**config.mk**
```make
export PLATFORM = sky130hd
export DESIGN_NAME = commit_thread_picker
export DESIGN_NICKNAME = d
export VERILOG_FILES = /design/src/rtl/csel_pkg.sv /design/src/rtl/csel_elig.sv /design/src/rtl/csel_rr_list.sv /design/src/rtl/csel_oldest.sv /design/src/rtl/commit_thread_picker.sv
export SDC_FILE = /design/constraint.sdc
export NUM_CORES = 1
export LEC_CHECK = 0
export CELL_PAD_IN_SITES_DETAIL_PLACEMENT = 0
export CELL_PAD_IN_SITES_GLOBAL_PLACEMENT = 1
export CORE_MARGIN = 4
export CORE_UTILIZATION = 34
export CTS_BUF_LIST = sky130_fd_sc_hd__clkbuf_4
export CTS_CLUSTER_DIAMETER = 100
export DETAILED_ROUTE_END_ITERATION = 16
export PLACE_DENSITY = 0.92
export SLEW_MARGIN = 15
export SYNTH_ARGS = -nofsm -noshare
export SYNTH_HDL_FRONTEND = slang
export SYNTH_SLANG_ARGS = --single-unit
```
**constraint.sdc**
```tcl
create_clock -name clk -period 22.8 [get_ports clk]
set_clock_uncertainty 0.1 [all_clocks]
set_input_delay 3.42 -clock clk [delete_from_list [all_inputs] [get_ports clk]]
set_output_delay 3.42 -clock clk [all_outputs]
set_load 0.05 [all_outputs]
```
**src/rtl/csel_pkg.sv**
```systemverilog
package csel_pkg;

   localparam int STATE_W = 3;

   typedef enum logic [STATE_W-1:0] {
      ST_RUNNING = 3'd0,
      ST_IDLE    = 3'd1,
      ST_SQUASH  = 3'd2,
      ST_TRAP    = 3'd3,
      ST_FTRAP   = 3'd4
   } thr_state_e;

   typedef enum logic [1:0] {
      POL_GREEDY = 2'd0,
      POL_ROTATE = 2'd1,
      POL_OLDEST = 2'd2,
      POL_OLDEST_ALT = 2'd3
   } pol_e;

   // status codes that allow a thread to retire
   function automatic logic state_ok(input logic [STATE_W-1:0] s);
      return (s == ST_RUNNING) || (s == ST_IDLE) || (s == ST_FTRAP);
   endfunction

endpackage

```
**src/rtl/csel_elig.sv**
```systemverilog
module csel_elig
   import csel_pkg::*;
#(
   parameter int NUM_THREADS = 4
) (
   input  logic [STATE_W*NUM_THREADS-1:0] thr_status,
   input  logic [NUM_THREADS-1:0]         thr_head_ready,
   input  logic [NUM_THREADS-1:0]         thr_rob_empty,
   output logic [NUM_THREADS-1:0]         elig
);

   generate
      for (genvar t = 0; t < NUM_THREADS; t++) begin : g_thr
         assign elig[t] = state_ok(thr_status[STATE_W*t +: STATE_W])
                          & thr_head_ready[t] & ~thr_rob_empty[t];
      end
   endgenerate

endmodule

```
**src/rtl/csel_rr_list.sv**
```systemverilog
module csel_rr_list #(
   parameter int NUM_THREADS = 4,
   parameter int TID_W       = 2
) (
   input  logic                   clk,
   input  logic                   rst_n,
   input  logic [NUM_THREADS-1:0] elig,
   input  logic                   advance_en,
   output logic                   pick_valid,
   output logic [TID_W-1:0]       pick_tid
);

   logic [NUM_THREADS-1:0][TID_W-1:0] order_q, order_d;
   logic [TID_W-1:0]                  pick_pos;
   logic [NUM_THREADS-1:0]            present;

   // scan from the front, first eligible entry wins
   always_comb begin
      pick_valid = 1'b0;
      pick_tid   = '0;
      pick_pos   = '0;
      for (int p = 0; p < NUM_THREADS; p++) begin
         if (!pick_valid && elig[order_q[p]]) begin
            pick_valid = 1'b1;
            pick_tid   = order_q[p];
            pick_pos   = TID_W'(p);
         end
      end
   end

   // winner leaves its slot, later entries close the gap, winner goes last
   always_comb begin
      order_d = order_q;
      if (advance_en && pick_valid) begin
         for (int p = 0; p < NUM_THREADS-1; p++) begin
            if (p >= int'(pick_pos))
               order_d[p] = order_q[p+1];
         end
         order_d[NUM_THREADS-1] = pick_tid;
      end
   end

   always_ff @(posedge clk) begin
      if (!rst_n) begin
         for (int p = 0; p < NUM_THREADS; p++)
            order_q[p] <= TID_W'(p);
      end else begin
         order_q <= order_d;
      end
   end

   always_comb begin
      present = '0;
      for (int p = 0; p < NUM_THREADS; p++)
         present[order_q[p]] = 1'b1;
   end

   AST_RR_PERMUTATION: assert property (@(posedge clk) disable iff (!rst_n)
      $countones(present) == NUM_THREADS);

   AST_RR_WINNER_LAST: assert property (@(posedge clk) disable iff (!rst_n)
      (advance_en && pick_valid) |=> (order_q[NUM_THREADS-1] == $past(pick_tid)));

   AST_RR_HOLD: assert property (@(posedge clk) disable iff (!rst_n)
      !(advance_en && pick_valid) |=> $stable(order_q));

   AST_RR_PICK_ELIG: assert property (@(posedge clk) disable iff (!rst_n)
      pick_valid |-> elig[pick_tid]);

endmodule

```
**src/rtl/csel_oldest.sv**
```systemverilog
module csel_oldest #(
   parameter int NUM_THREADS = 4,
   parameter int SEQ_W       = 32,
   parameter int TID_W       = 2
) (
   input  logic [NUM_THREADS-1:0]       elig,
   input  logic [SEQ_W*NUM_THREADS-1:0] seq,
   output logic                         pick_valid,
   output logic [TID_W-1:0]             pick_tid
);

   logic [SEQ_W-1:0] best;

   // strict less-than keeps the lower index on a tie
   always_comb begin
      pick_valid = 1'b0;
      pick_tid   = '0;
      best       = '0;
      for (int i = 0; i < NUM_THREADS; i++) begin
         if (elig[i] && (!pick_valid || (seq[SEQ_W*i +: SEQ_W] < best))) begin
            pick_valid = 1'b1;
            pick_tid   = TID_W'(i);
            best       = seq[SEQ_W*i +: SEQ_W];
         end
      end
   end

endmodule

```
**src/rtl/commit_thread_picker.sv**
```systemverilog
module commit_thread_picker
   import csel_pkg::*;
#(
   parameter int NUM_THREADS = 4,
   parameter int SEQ_W       = 32,
   localparam int TID_W      = (NUM_THREADS > 1) ? $clog2(NUM_THREADS) : 1
) (
   input  logic                           clk,
   input  logic                           rst_n,
   input  logic [1:0]                     cfg_policy,
   input  logic [STATE_W*NUM_THREADS-1:0] thr_status,
   input  logic [NUM_THREADS-1:0]         thr_head_ready,
   input  logic [NUM_THREADS-1:0]         thr_rob_empty,
   input  logic [SEQ_W*NUM_THREADS-1:0]   thr_head_seq,
   input  logic                           sel_strobe,
   output logic                           grant_valid,
   output logic [TID_W-1:0]               grant_tid
);

   generate
      if (NUM_THREADS < 1) begin : g_bad_threads
         $error("NUM_THREADS must be at least 1");
      end
      if (SEQ_W < 1) begin : g_bad_seq
         $error("SEQ_W must be at least 1");
      end

      if (NUM_THREADS == 1) begin : g_single
         // one thread: status alone decides
         assign grant_valid = state_ok(thr_status[STATE_W-1:0]);
         assign grant_tid   = '0;

         AST_SINGLE_STATUS: assert property (@(posedge clk) disable iff (!rst_n)
            grant_valid == (thr_status[STATE_W-1:0] inside {ST_RUNNING, ST_IDLE, ST_FTRAP}));
      end else begin : g_multi
         logic [NUM_THREADS-1:0] elig;
         logic                   rr_valid, old_valid;
         logic [TID_W-1:0]       rr_tid, old_tid;
         logic                   rotate_sel;
         logic                   older_exists;
         logic [SEQ_W-1:0]       grant_seq;

         assign rotate_sel = (cfg_policy == POL_ROTATE);

         csel_elig #(.NUM_THREADS(NUM_THREADS)) u_elig (
            .thr_status     (thr_status),
            .thr_head_ready (thr_head_ready),
            .thr_rob_empty  (thr_rob_empty),
            .elig           (elig)
         );

         csel_rr_list #(.NUM_THREADS(NUM_THREADS), .TID_W(TID_W)) u_rr (
            .clk        (clk),
            .rst_n      (rst_n),
            .elig       (elig),
            .advance_en (sel_strobe && rotate_sel),
            .pick_valid (rr_valid),
            .pick_tid   (rr_tid)
         );

         csel_oldest #(.NUM_THREADS(NUM_THREADS), .SEQ_W(SEQ_W), .TID_W(TID_W)) u_old (
            .elig       (elig),
            .seq        (thr_head_seq),
            .pick_valid (old_valid),
            .pick_tid   (old_tid)
         );

         assign grant_valid = rotate_sel ? rr_valid : old_valid;
         assign grant_tid   = rotate_sel ? rr_tid   : old_tid;

         // checker-side view of the age ordering, from the ports
         assign grant_seq = thr_head_seq[SEQ_W*grant_tid +: SEQ_W];
         always_comb begin
            older_exists = 1'b0;
            for (int i = 0; i < NUM_THREADS; i++) begin
               if (state_ok(thr_status[STATE_W*i +: STATE_W]) && thr_head_ready[i]
                   && !thr_rob_empty[i]
                   && ((thr_head_seq[SEQ_W*i +: SEQ_W] < grant_seq)
                       || ((thr_head_seq[SEQ_W*i +: SEQ_W] == grant_seq)
                           && (i < int'(grant_tid)))))
                  older_exists = 1'b1;
            end
         end

         AST_GRANT_ELIGIBLE: assert property (@(posedge clk) disable iff (!rst_n)
            grant_valid |-> (thr_head_ready[grant_tid] && !thr_rob_empty[grant_tid]
               && thr_status[STATE_W*grant_tid +: STATE_W] inside {ST_RUNNING, ST_IDLE, ST_FTRAP}));

         AST_IDLE_ZERO: assert property (@(posedge clk) disable iff (!rst_n)
            !grant_valid |-> (grant_tid == '0));

         AST_VALID_WHEN_ANY: assert property (@(posedge clk) disable iff (!rst_n)
            grant_valid == (|elig));

         AST_OLDEST_WINS: assert property (@(posedge clk) disable iff (!rst_n)
            (grant_valid && !rotate_sel) |-> !older_exists);
      end
   endgenerate

endmodule

```
**Word level (Yosys, flattened, before mapping)**

Index checks and enable logic that the tools add are counted.

- Order comparisons: 10
- Eq/ne operators: 9
- Multiplexer cells: 31
- Bitwise operators: 12
- Reductions and logical operators: 32

Operator list:

| kind | count |
|---|---|
| 32-bit less-than comparator | 3 |
| 32-bit 2-to-1 mux | 3 |
| 2-bit 2-to-1 mux | 9 |
| 1-bit 2-to-1 mux | 15 |
| 3-bit by 1-bit equality test with 1-bit output (second input constant) | 4 |
| 3-bit equality test (second input constant) | 4 |
| 3-bit zero test | 4 |
| 2-bit by 3-bit less-than comparator with 1-bit output (second input constant) | 4 |
| 1-bit logical OR | 11 |
| 1-bit AND | 8 |
| 1-bit binary-select mux with 2-bit select | 4 |
| 1-bit logical AND | 8 |
| 1-bit zero test | 6 |
| 2-bit AND reduction | 3 |
| 1-bit by 2-bit >= comparator with 1-bit output (first input constant) | 2 |
| 1-bit NOT | 4 |
| 2-bit by 1-bit equality test with 1-bit output (second input constant) | 1 |
| 2-bit >= comparator (first input constant) | 1 |

- Bits in registers: 8
- Input port bits: 153
- Output and inout bits: 3
- Word-level logic and storage cells: 98

**Longest topological paths before layout**

Gate-level depths: netlist of the first run.

- Depth in word-level cells: 19
- Depth in mapped cells: 39

**By module**

A second synthesis of the first run with hierarchy kept.

- Cells, all modules: 472
- Area total of the unflattened synthesis: 3648.5 um2

Modules (own cells, without submodules):

| module | instances | cells each | area an instance (um2) |
|---|---|---|---|
| csel_oldest | 1 | 406 | 2970.3 |
| csel_rr_list | 1 | 53 | 536.8 |
| csel_elig | 1 | 8 | 75.1 |
| commit_thread_picker | 1 | 5 | 66.3 |

**Worst setup path after synthesis of the first run**

No wires, ideal clock.

- Kind: input -> output
- Start: input thr_rob_empty[0]
- End: output grant_tid[0]
- Arrival time: 10.752 ns
- Required time: 19.280 ns
- Path slack: 8.528 ns
- Cell stages on the path: 38
- Cell sequence: nor2_1 > and3_1 > clkbuf_1 > clkbuf_1 > clkbuf_1 > nand2_1 > ha_1 > a21oi_1 > o21ai_0 > a221o_1 > o2bb2ai_1 > o21ai_1 > and2_1 > buf_2 > buf_2 > nor2_1 > a21oi_1 > ha_1 > (+2 left out) > a221o_1 > a2111oi_4 > o21a_1 > nand3_1 > o211a_1 > buf_6 > buf_6 > a21o_1 > ha_1 > a21o_1 > a21o_1 > a2111oi_0 > o21ai_0 > a211oi_1 > o211ai_1 > and3_1 > a22o_1 > nand3_1

- Cells in the longest elaborated chain, start to end: 16
- Elaborated cells between the ends (all ways): 45
- Those cells by class: 3 x order compare; 25 x mux; 2 x bitwise; 15 x reduce/logical

RTL lines:

| element | line | RTL |
|---|---|---|
| from (decl) | commit_thread_picker.sv:13 | `input logic [NUM_THREADS-1:0] thr_rob_empty,` |
| 1-bit NOT * | csel_elig.sv:15 | `& thr_head_ready[t] & ~thr_rob_empty[t];` |
| 1-bit AND * | csel_elig.sv:15 |  |
| 32-bit 2-to-1 mux or 1-bit 2-to-1 mux (tied branches) | csel_oldest.sv:20 | `if (elig[i] && (!pick_valid \|\| (seq[SEQ_W*i +: SEQ_W] < best))) begin` |
| 32-bit less-than comparator or 1-bit zero test (tied branches) | csel_oldest.sv:20 |  |
| 1-bit logical OR | csel_oldest.sv:20 |  |
| 1-bit logical AND | csel_oldest.sv:20 |  |
| 32-bit 2-to-1 mux or 1-bit 2-to-1 mux (tied branches) | csel_oldest.sv:20 |  |
| 32-bit less-than comparator or 1-bit zero test (tied branches) | csel_oldest.sv:20 |  |
| 1-bit logical OR | csel_oldest.sv:20 |  |
| 1-bit logical AND | csel_oldest.sv:20 |  |
| 32-bit 2-to-1 mux or 1-bit 2-to-1 mux (tied branches) | csel_oldest.sv:20 |  |
| 32-bit less-than comparator or 1-bit zero test (tied branches) | csel_oldest.sv:20 |  |
| 1-bit logical OR | csel_oldest.sv:20 |  |
| 1-bit logical AND | csel_oldest.sv:20 |  |
| 2-bit 2-to-1 mux | csel_oldest.sv:20 |  |
| 2-bit 2-to-1 mux * | commit_thread_picker.sv:69 | `assign grant_tid = rotate_sel ? rr_tid : old_tid;` |
| to (decl) | commit_thread_picker.sv:17 | `output logic [TID_W-1:0] grant_tid` |

Mark *: on every way between the ends. The rest lies on a longest branch, timed or not. The select of a mux whose other input is x is not followed.

**Worst setup path after layout of the first run**

Ends and elaborated chain as after synthesis.

==> run metrics, run 1 <==
outcome=finished, final reports clean; largest net degree at the start of global routing=64; Slew headroom=0.320; setup violators final=0; Sw Share=0.411; top-count cell post-synth=ha_1; Pre-antenna DRT Iters=4; # diodes=0; final std cells w/o fill=800; r2r startpoint=g_multi.u_rr.order_q[2]$_SDFFE_PN1P_; Net Sw Power=around 0.05 mW; CP arrival=12890 ps; top cells by count, synth=ha_1, a21oi_1, nand2_1, nor2_1, a21o_1; RSZ-0062 raised after global routing=false; Pint=0.0706 mW; height of the chip=114 um; Async SR Flop Fraction=0; vias in the first global route=4442; leakage=approximately 2.2 nW; cell accounting for the most synthesized area=ha_1; mean post-synth cell area=approximately 7.3 um2; Reg2Reg Setup Slack=20870 ps; die area=12900 um2; largest registers=g_multi.u_rr.order_q x8; largest cells by area after synthesis=ha_1, a21o_1, a21oi_1; Max-cap violations=0; Via density=between 5 and 6; final wirelength=approximately 13000 um; gr ovfl total=0; setup TNS=0 ps; std cell rows=38; combinational fraction of design power=0.785; Yosys top cell area share=0.306; VDD IR-drop max=0.0000248 V; area grow syn2layout=42.8%; CTS Buf Count=3; fin util=0.498; Worst Reg-to-Reg Cells=6; Post-synth EDFFs=0; yosys synthesis warning count=0; drt wl/cell=16.7 um; Final Hold Fails=0; DIE WIDTH=approximately 110 um; DR vias=4402; Ports=approximately 160; Slew Viols, Final=0; Clk pwr share=0.093; initial drt markers=209; DRT antenna net count=0; Setup crit end=grant_tid[0]; share of cells above drive strength 1=0.0667; slew of the pin with the lowest slew margin=1020 ps; first-pass GRT wire length=21500 um; TritonCTS clock tree=done; Seq/Total Area, Yosys=0.0422; WS Path Type=input pin to output port; Starting Density=0.349; CP Launch Point=thr_rob_empty[0]; clock root cell=clkbuf_4; Core Area=10900 um2; Setup WS pre-CTS=6430 ps; max FFs per register=8; clock sink total=8; Tmin final=16410 ps; largest reg by FF count=g_multi.u_rr.order_q; Post-Synthesis Cell Area=3800 um2; Critical Path Start Type=input pin; Buffers on Ports=155; f_max=60.9 MHz; Syn Inst Count=522; Req. time, crit path=19280 ps; Critical Path End Type=output port; # hold bufs at CTS=0; routability cong.=0.887; worst r2r dst=g_multi.u_rr.order_q[5]$_SDFFE_PN1P_; Pwr Total=0.120 mW; syn nets=between 700 and 800; HP Class=flop to flop; Clock Tree Buf Depth=2; post-synthesis cell type count=51; setup ws final=6390 ps; detailed placement HPWL=11600 um; H-tree Lvls=1; post-cts sizing count=0; maximum fanout along the worst path=63; drc violations=0; clock transition at the registers of the reported paths=50 ps; initial antenna violation count=0; most frequent CP cell=a21o_1; CP max stage delay=approximately 870 ps; Tcrit/Tclk final=0.720; final net count=908; Pwr per Cell Area=22.1 nW/um2; CP max stage cell=and2_2; Sequential Power Share=0.122; setup repair bufs after CTS=0; ys flop type=dfxtp_1; Skew-Pair Late Insertion Delay=260 ps; Inst Count DP=797; GRT Util Overall=0.202; register bit total from synthesis=8
power by group through the flow:
stage | Clock (mW) | Sequential, mW | Combinational, mW
5_1_grt | 0.0125 | 0.0147 | 0.105
4_1_cts | 0.0118 | 0.0147 | 0.0941
3_3_place_gp | 0 | 0.0150 | 0.0910
2_1_floorplan | 0 | 0.0148 | 0.0507
3_5_place_dp | 0 | 0.0150 | 0.0935
6_report | 0.0111 | 0.0147 | 0.0941
area by class of cell:
cell class / instances / area (um2)
inverters: 1 / 3.75
fillers: 1087 / 5470
clock buffers: 3 / 22.5
multi-input cells: 491 / 3490
flip-flops and latches: 8 / 160
well taps: 140 / 175
repair buffers: 157 / 1570
worst min-delay path by stage:
stage	to	slack [ps]	start	cells past startpoint
6_report	g_multi.u_rr.order_q[1]$_SDFFE_PN0P_	460	g_multi.u_rr.order_q[1]$_SDFFE_PN0P_	2
5_1_grt	g_multi.u_rr.order_q[1]$_SDFFE_PN0P_	500	g_multi.u_rr.order_q[1]$_SDFFE_PN0P_	2
4_1_cts	g_multi.u_rr.order_q[1]$_SDFFE_PN0P_	460	g_multi.u_rr.order_q[1]$_SDFFE_PN0P_	2
3_5_place_dp	g_multi.u_rr.order_q[7]$_SDFFE_PN1P_	450	g_multi.u_rr.order_q[7]$_SDFFE_PN1P_	2
3_3_place_gp	g_multi.u_rr.order_q[1]$_SDFFE_PN0P_	440	g_multi.u_rr.order_q[1]$_SDFFE_PN0P_	2
2_1_floorplan	g_multi.u_rr.order_q[7]$_SDFFE_PN1P_	410	g_multi.u_rr.order_q[7]$_SDFFE_PN1P_	2
layer usage:
layer  track usage  vias up  share of wire
met3        0.0202       21          0.057
met1         0.264     2010           0.44
met5             0        -              0
met4        0.0601        0          0.025
met2         0.350      128           0.48
li1              -     2243              -
worst max-delay path, delay by kind of cell:
family / cells / cell delay [ps]
AOI/OAI and AO/OA: 20 / 4760
and+or+nand+nor: 8 / 1780
buffers and inverters: 4 / 1940
adders and majority gates: 3 / 890
cell families (layout without fill, tap and decap cells):
| kind of cell | after synthesis | count (layout) | share of synthesized area |
|---|---|---|---|
| simple gates | 208 | 208 | 0.263 |
| compound gates | 173 | 173 | 0.305 |
| fa+ha+maj | 93 | 93 | 0.306 |
| buf+inv | 23 | 161 | 0.0382 |
| mux | 17 | 17 | 0.0455 |
| flops | 8 | 8 | 0.0422 |
per-stage QoR:
stage,hold WS [ps],area (um2)
global route,498,5420
floorplan,413,3800
detailed placement,453,5400
finish,461,5420
global placement,437,5400
CTS,462,5420
cells in the final DEF (no fill, tap or decap), drive strengths merged, types with 3 or more instances in the layout:
master           n
dfxtp            8
o21ai           23
nand2           59
ha              93
a21oi           61
nor3             4
o211ai           7
nand3           15
mux2i           15
clkdlybuf4s50  155
o311ai           3
and4             3
a21o            44
nor2b            8
a2111oi          3
nand4           16
nor2            86
a211oi           6
and3             7
nand2b           4
clkbuf           3
o21a             5
a31oi            3
No activity file was read; power rests on OpenSTA's default activity.
==> run 2: changes to the inputs <==
--- a/config.mk
+++ b/config.mk
@@ -8,11 +8,11 @@
 export CELL_PAD_IN_SITES_DETAIL_PLACEMENT = 0
 export CELL_PAD_IN_SITES_GLOBAL_PLACEMENT = 1
 export CORE_MARGIN = 4
-export CORE_UTILIZATION = 34
+export CORE_UTILIZATION = 31
 export CTS_BUF_LIST = sky130_fd_sc_hd__clkbuf_4
 export CTS_CLUSTER_DIAMETER = 100
 export DETAILED_ROUTE_END_ITERATION = 16
-export PLACE_DENSITY = 0.92
+export PLACE_DENSITY = 0.85
 export SLEW_MARGIN = 15
 export SYNTH_ARGS = -nofsm -noshare
 export SYNTH_HDL_FRONTEND = slang
==> constraint.sdc (replaced) <==
create_clock -name clk -period 16 [get_ports clk]
set_clock_uncertainty 0.1 [all_clocks]
set_input_delay 2.4 -clock clk [delete_from_list [all_inputs] [get_ports clk]]
set_output_delay 2.4 -clock clk [all_outputs]
set_load 0.05 [all_outputs]
==> run metrics, run 2 (synthesized netlist as in run 1, its figures left out) <==
max FFs per register=8 (unchanged); Sw Share=0.413 (was 0.411); Tmin final=approximately 15000 ps; Starting Density=0.316 (was 0.349); leakage=2.19 nW (unchanged); drt wl/cell=16.5 um (was 16.7 um); CTS Buf Count=3 (unchanged); Final Hold Fails=0 (unchanged); setup violators final=0 (unchanged); first-pass GRT wire length=21600 um (was 21500 um); die area=14100 um2 (was 12900 um2); routability cong.=0.881 (was 0.887); Sequential Power Share=0.122 (about the same); initial drt markers=206 (was 209); Slew Viols, Final=0 (unchanged); f_max=68.1 MHz; most frequent cells in the layout=clkdlybuf4s50_1, ha_1, a21oi_1 (unchanged); fin util=0.452 (was 0.498); final net count=908 (unchanged); slew of the pin with the lowest slew margin=1030 ps (was 1020 ps); drc violations=0 (unchanged); clock sink total=8 (unchanged); Ports=156 (unchanged); HP Class=flop to flop (unchanged); clock transition at the registers of the reported paths=50 ps (about the same); post-cts sizing count=0 (unchanged); Max-cap violations=0 (unchanged); vias in the first global route=4508 (was 4442); outcome=finished, final reports clean (unchanged); Critical Path End Type=output port (unchanged); WS Path Type=input pin to output port (unchanged); initial antenna violation count=0 (unchanged); Pwr per Cell Area=31.4 nW/um2 (was 22.1 nW/um2); Req. time, crit path=13500 ps (was 19280 ps); largest net degree at the start of global routing=64 (unchanged); Core Area=12000 um2 (was 10900 um2); CP arrival=12170 ps (was 12890 ps); DR vias=4357 (was 4402); clock root cell=clkbuf_4 (unchanged); Clk pwr share=0.094 (was 0.093); largest reg by FF count=g_multi.u_rr.order_q (unchanged); FILL cells=1232 (was 1087); H-tree Lvls=1 (unchanged); worst hold slack=458 ps (was 461 ps); TritonCTS clock tree=done (unchanged); Slew headroom=0.314 (was 0.320); std cell rows=40 (was 38); Net Sw Power=0.0704 mW (was 0.0493 mW); VDD IR-drop max=0.0000324 V (was 0.0000248 V); combinational fraction of design power=0.783 (was 0.785); Clock Tree Buf Depth=2 (unchanged); share of cells above drive strength 1=0.0667 (unchanged); Pre-antenna DRT Iters=4 (unchanged); Via density=5.40 (was 5.50); Buffers on Ports=155 (unchanged); CP max stage cell=and2_2 (unchanged); most frequent CP cell=a21o_1 (unchanged); largest registers=g_multi.u_rr.order_q x8 (unchanged); height of the chip=119 um (was 114 um); # diodes=0 (unchanged); Pint=0.100 mW (was 0.0706 mW); setup TNS=0 ps (unchanged); DRT antenna net count=0 (unchanged); setup repair bufs after CTS=0 (unchanged); Skew-Pair Late Insertion Delay=260 ps (about the same); # hold bufs at CTS=0 (unchanged); CP max stage delay=880 ps (was 870 ps); DIE WIDTH=119 um (was 114 um); area grow syn2layout=43.0% (was 42.8%); detailed placement HPWL=11600 um (about the same); Tcrit/Tclk final=0.917; most common cell after layout, fill and taps aside=clkdlybuf4s50_1 (unchanged); GRT Util Overall=0.182 (was 0.202); Critical Path Start Type=input pin (unchanged); maximum fanout along the worst path=63 (unchanged); final wirelength=13300 um (about the same); RSZ-0062 raised after global routing=false (unchanged); gr ovfl total=0 (unchanged)
-- run 2: cell counts in the layout (fill, tap and decap cells not counted) --
Identical to the previous run, type by type.
-- run 2: layer usage --
metal  wire, um  GRT usage
met5          0          0
met4        119     0.0282
met3        596     0.0191
met2       6160      0.312
met1       6410      0.250
-- run 2: metrics by stage --
step	cell area [um2]	power (mW)	std cells	worst slack, ps
after floorplan	3800	0.0934	522	3770
after global placement	5410	0.152	804	1530
after detailed placement	5410	0.155	804	1310
after CTS	5430	0.171	807	1270
after global routing	5430	0.187	807	535
final	5430	0.171	807	1330
-- run 2: critical path, delay by kind of cell --
| kind | cells | cell delay [ps] |
|---|---|---|
| buffers and inverters | 3 | 1630 |
| AND/OR/NAND/NOR | 8 | 2040 |
| AO/OA/AOI/OAI | 20 | 5100 |
| adder cells (fa/ha/maj) | 3 | 930 |
-- run 2: cell type report --
cell class | instances | area (um2) | share of cell area
multi-input combinational | 491 | 3490 | 0.643
timing repair buffer | 157 | 1570 | 0.288
inverter | 1 | 3.75 | 0.000691
sequential | 8 | 160 | 0.0295
clock buffer | 3 | 22.5 | 0.00415
tap | 147 | 184 | 0.0339
-- run 2: worst paths after layout --
check                                       start                                    to  slack [ps]  cells past startpoint
max reg2reg  g_multi.u_rr.order_q[2]$_SDFFE_PN1P_  g_multi.u_rr.order_q[5]$_SDFFE_PN1P_       14100                      6
min          g_multi.u_rr.order_q[1]$_SDFFE_PN0P_  g_multi.u_rr.order_q[1]$_SDFFE_PN0P_         460                      2
min reg2reg  g_multi.u_rr.order_q[1]$_SDFFE_PN0P_  g_multi.u_rr.order_q[1]$_SDFFE_PN0P_         460                      2
max                              thr_rob_empty[0]                          grant_tid[0]        1330                     34
-- run 2: power groups by stage --
stage / Clock (mW) / Combinational [mW] / Sequential (mW)
finish: 0.0161 / 0.134 / 0.0209
global placement: 0 / 0.130 / 0.0213
detailed placement: 0 / 0.133 / 0.0213
floorplan: 0 / 0.0723 / 0.0210
CTS: 0.0161 / 0.134 / 0.0209
global route: 0.0172 / 0.149 / 0.0210
==> run 3: changes to the inputs <==
--- a/config.mk
+++ b/config.mk
@@ -7,6 +7,7 @@
 export LEC_CHECK = 0
 export CELL_PAD_IN_SITES_DETAIL_PLACEMENT = 0
 export CELL_PAD_IN_SITES_GLOBAL_PLACEMENT = 1
+export CORE_ASPECT_RATIO = 0.5
 export CORE_MARGIN = 4
 export CORE_UTILIZATION = 31
 export CTS_BUF_LIST = sky130_fd_sc_hd__clkbuf_4
==> run metrics, run 3 (synthesized netlist as in run 1, its figures left out) <==
max FFs per register=8 (unchanged); Tmin final=14800 ps (was 14670 ps); DRT antenna net count=0 (unchanged); final wirelength=13200 um (was 13300 um); WP buf/inv=4 (was 3); CTS Buf Count=3 (unchanged); Final Hold Fails=0 (unchanged); height of the chip=86.3 um (was 119 um); Core Area=11900 um2 (was 12000 um2); setup violators final=0 (unchanged); Slew Viols, Final=0 (unchanged); share of cells above drive strength 1=0.0695 (was 0.0667); first-pass GRT wire length=20600 um (was 21600 um); Critical Path End Type=output port (unchanged); clock transition at the registers of the reported paths=50 ps (about the same); # hold bufs at CTS=0 (unchanged); largest reg by FF count=g_multi.u_rr.order_q (unchanged); area of the multi-input gates=3500 um2 (was 3490 um2); Top delay family on crit path=compound AO/OA/AOI/OAI gates (unchanged); Clock Tree Buf Depth=2 (unchanged); HP Class=flop to flop (unchanged); Skew-Pair Late Insertion Delay=250 ps (was 260 ps); VDD IR-drop max=0.0000314 V (was 0.0000324 V); Pwr per Cell Area=31.0 nW/um2 (was 31.4 nW/um2); clock sink total=8 (unchanged); Buffers on Ports=155 (unchanged); gr ovfl total=0 (unchanged); fin util=0.460 (was 0.452); clock root cell=clkbuf_4 (unchanged); most common cell after layout, fill and taps aside=clkdlybuf4s50_1 (unchanged); H-tree Lvls=1 (unchanged); RSZ-0062 raised after global routing=false (unchanged); CP arrival=12300 ps (was 12170 ps); setup TNS=0 ps (unchanged); TritonCTS clock tree=done (unchanged); Slew headroom=0.407 (was 0.314); # diodes=0 (unchanged); Req. time, crit path=13500 ps (about the same); routability cong.=0.873 (was 0.881); drt wl/cell=16.0 um (was 16.5 um); Starting Density=0.319 (was 0.316); leakage=2.20 nW (was 2.19 nW); f_max=67.6 MHz (was 68.1 MHz); Ports=156 (unchanged); Critical Path Start Type=input pin (unchanged); Placed Area=5450 um2 (was 5410 um2); CP max stage delay=820 ps (was 880 ps); FILL cells=1207 (was 1232); vias in the first global route=4188 (was 4508); drc violations=0 (unchanged); DIE WIDTH=165 um (was 119 um); final net count=910 (was 908); detailed placement HPWL=11800 um (was 11600 um); register area=160 um2 (unchanged); setup repair bufs after CTS=0 (unchanged); slew of the pin with the lowest slew margin=881 ps (was 1030 ps); Tcrit/Tclk final=0.925 (was 0.917); Design Area, Final=5480 um2 (was 5430 um2); area grow syn2layout=44.2% (was 43.0%); CP max stage cell=nor4_1 (was and2_2); die area=14200 um2 (was 14100 um2); post-cts sizing count=0 (unchanged); maximum fanout along the worst path=50 (was 63); outcome=finished, final reports clean (unchanged); initial antenna violation count=0 (unchanged); WS Path Type=input pin to output port (unchanged); Max-cap violations=0 (unchanged); initial drt markers=260 (was 206); most frequent CP cell=a21o_1 (unchanged); std cell rows=28 (was 40); GRT Util Overall=0.177 (was 0.182); most frequent cells in the layout=clkdlybuf4s50_1, ha_1, a21oi_1 (unchanged); largest registers=g_multi.u_rr.order_q x8 (unchanged); Via density=5.23 (was 5.40); DR vias=4324 (was 4357); largest net degree at the start of global routing=51 (was 64); Pre-antenna DRT Iters=5 (was 4)
-- run 3: power by group --
part	total, mW	internal (mW)	switching (mW)	leakage, nW
clock network	0.0149	0.00855	0.00631	0.0138
registers	0.0210	0.0203	0.000633	0.0648
logic	0.134	0.0717	0.0625	2.12
total	0.170	0.101	0.0694	2.20
-- run 3: worst min-delay path, delay by kind of cell (launching register included) --
kind	cells	cell delay, ps
DFF	1	390
muxes	1	100
and+or+nand+nor	1	60
-- run 3: layout make-up --
cell class / instances / share of cell area
clock buffers: 3 / 0.00411
flip-flops and latches: 8 / 0.0292
multi-input cells: 491 / 0.639
well taps: 165 / 0.0377
repair buffers: 159 / 0.289
inverters: 1 / 0.000685
-- run 3: per-layer routing --
| metal | vias up | track usage | wire length (um) |
|---|---|---|---|
| met4 | 0 | 0.0174 | 99 |
| met1 | 1964 | 0.250 | 6100 |
| li1 | 2249 | - | - |
| met3 | 8 | 0.0114 | 826 |
| met2 | 103 | 0.307 | 6220 |
| met5 | - | 0 | 0 |
-- run 3: metrics by stage --
step                      hold WS [ps]  cells  power [mW]  setup WS [ps]
after floorplan                    413    522      0.0934           3770
after global placement             444    824       0.153           1370
after detailed placement           450    824       0.155           1260
after CTS                          471    827       0.170           1210
after global routing               525    827       0.186            708
final                              469    827       0.170           1200
-- run 3: final timing paths --
path / startpoint / end / slack (ps) / depth (start not counted)
max: thr_rob_empty[0] / grant_tid[0] / 1200 / 35
max reg2reg: g_multi.u_rr.order_q[2]$_SDFFE_PN1P_ / g_multi.u_rr.order_q[5]$_SDFFE_PN1P_ / 14030 / 6
min: g_multi.u_rr.order_q[7]$_SDFFE_PN1P_ / g_multi.u_rr.order_q[7]$_SDFFE_PN1P_ / 470 / 2
min reg2reg: g_multi.u_rr.order_q[7]$_SDFFE_PN1P_ / g_multi.u_rr.order_q[7]$_SDFFE_PN1P_ / 470 / 2
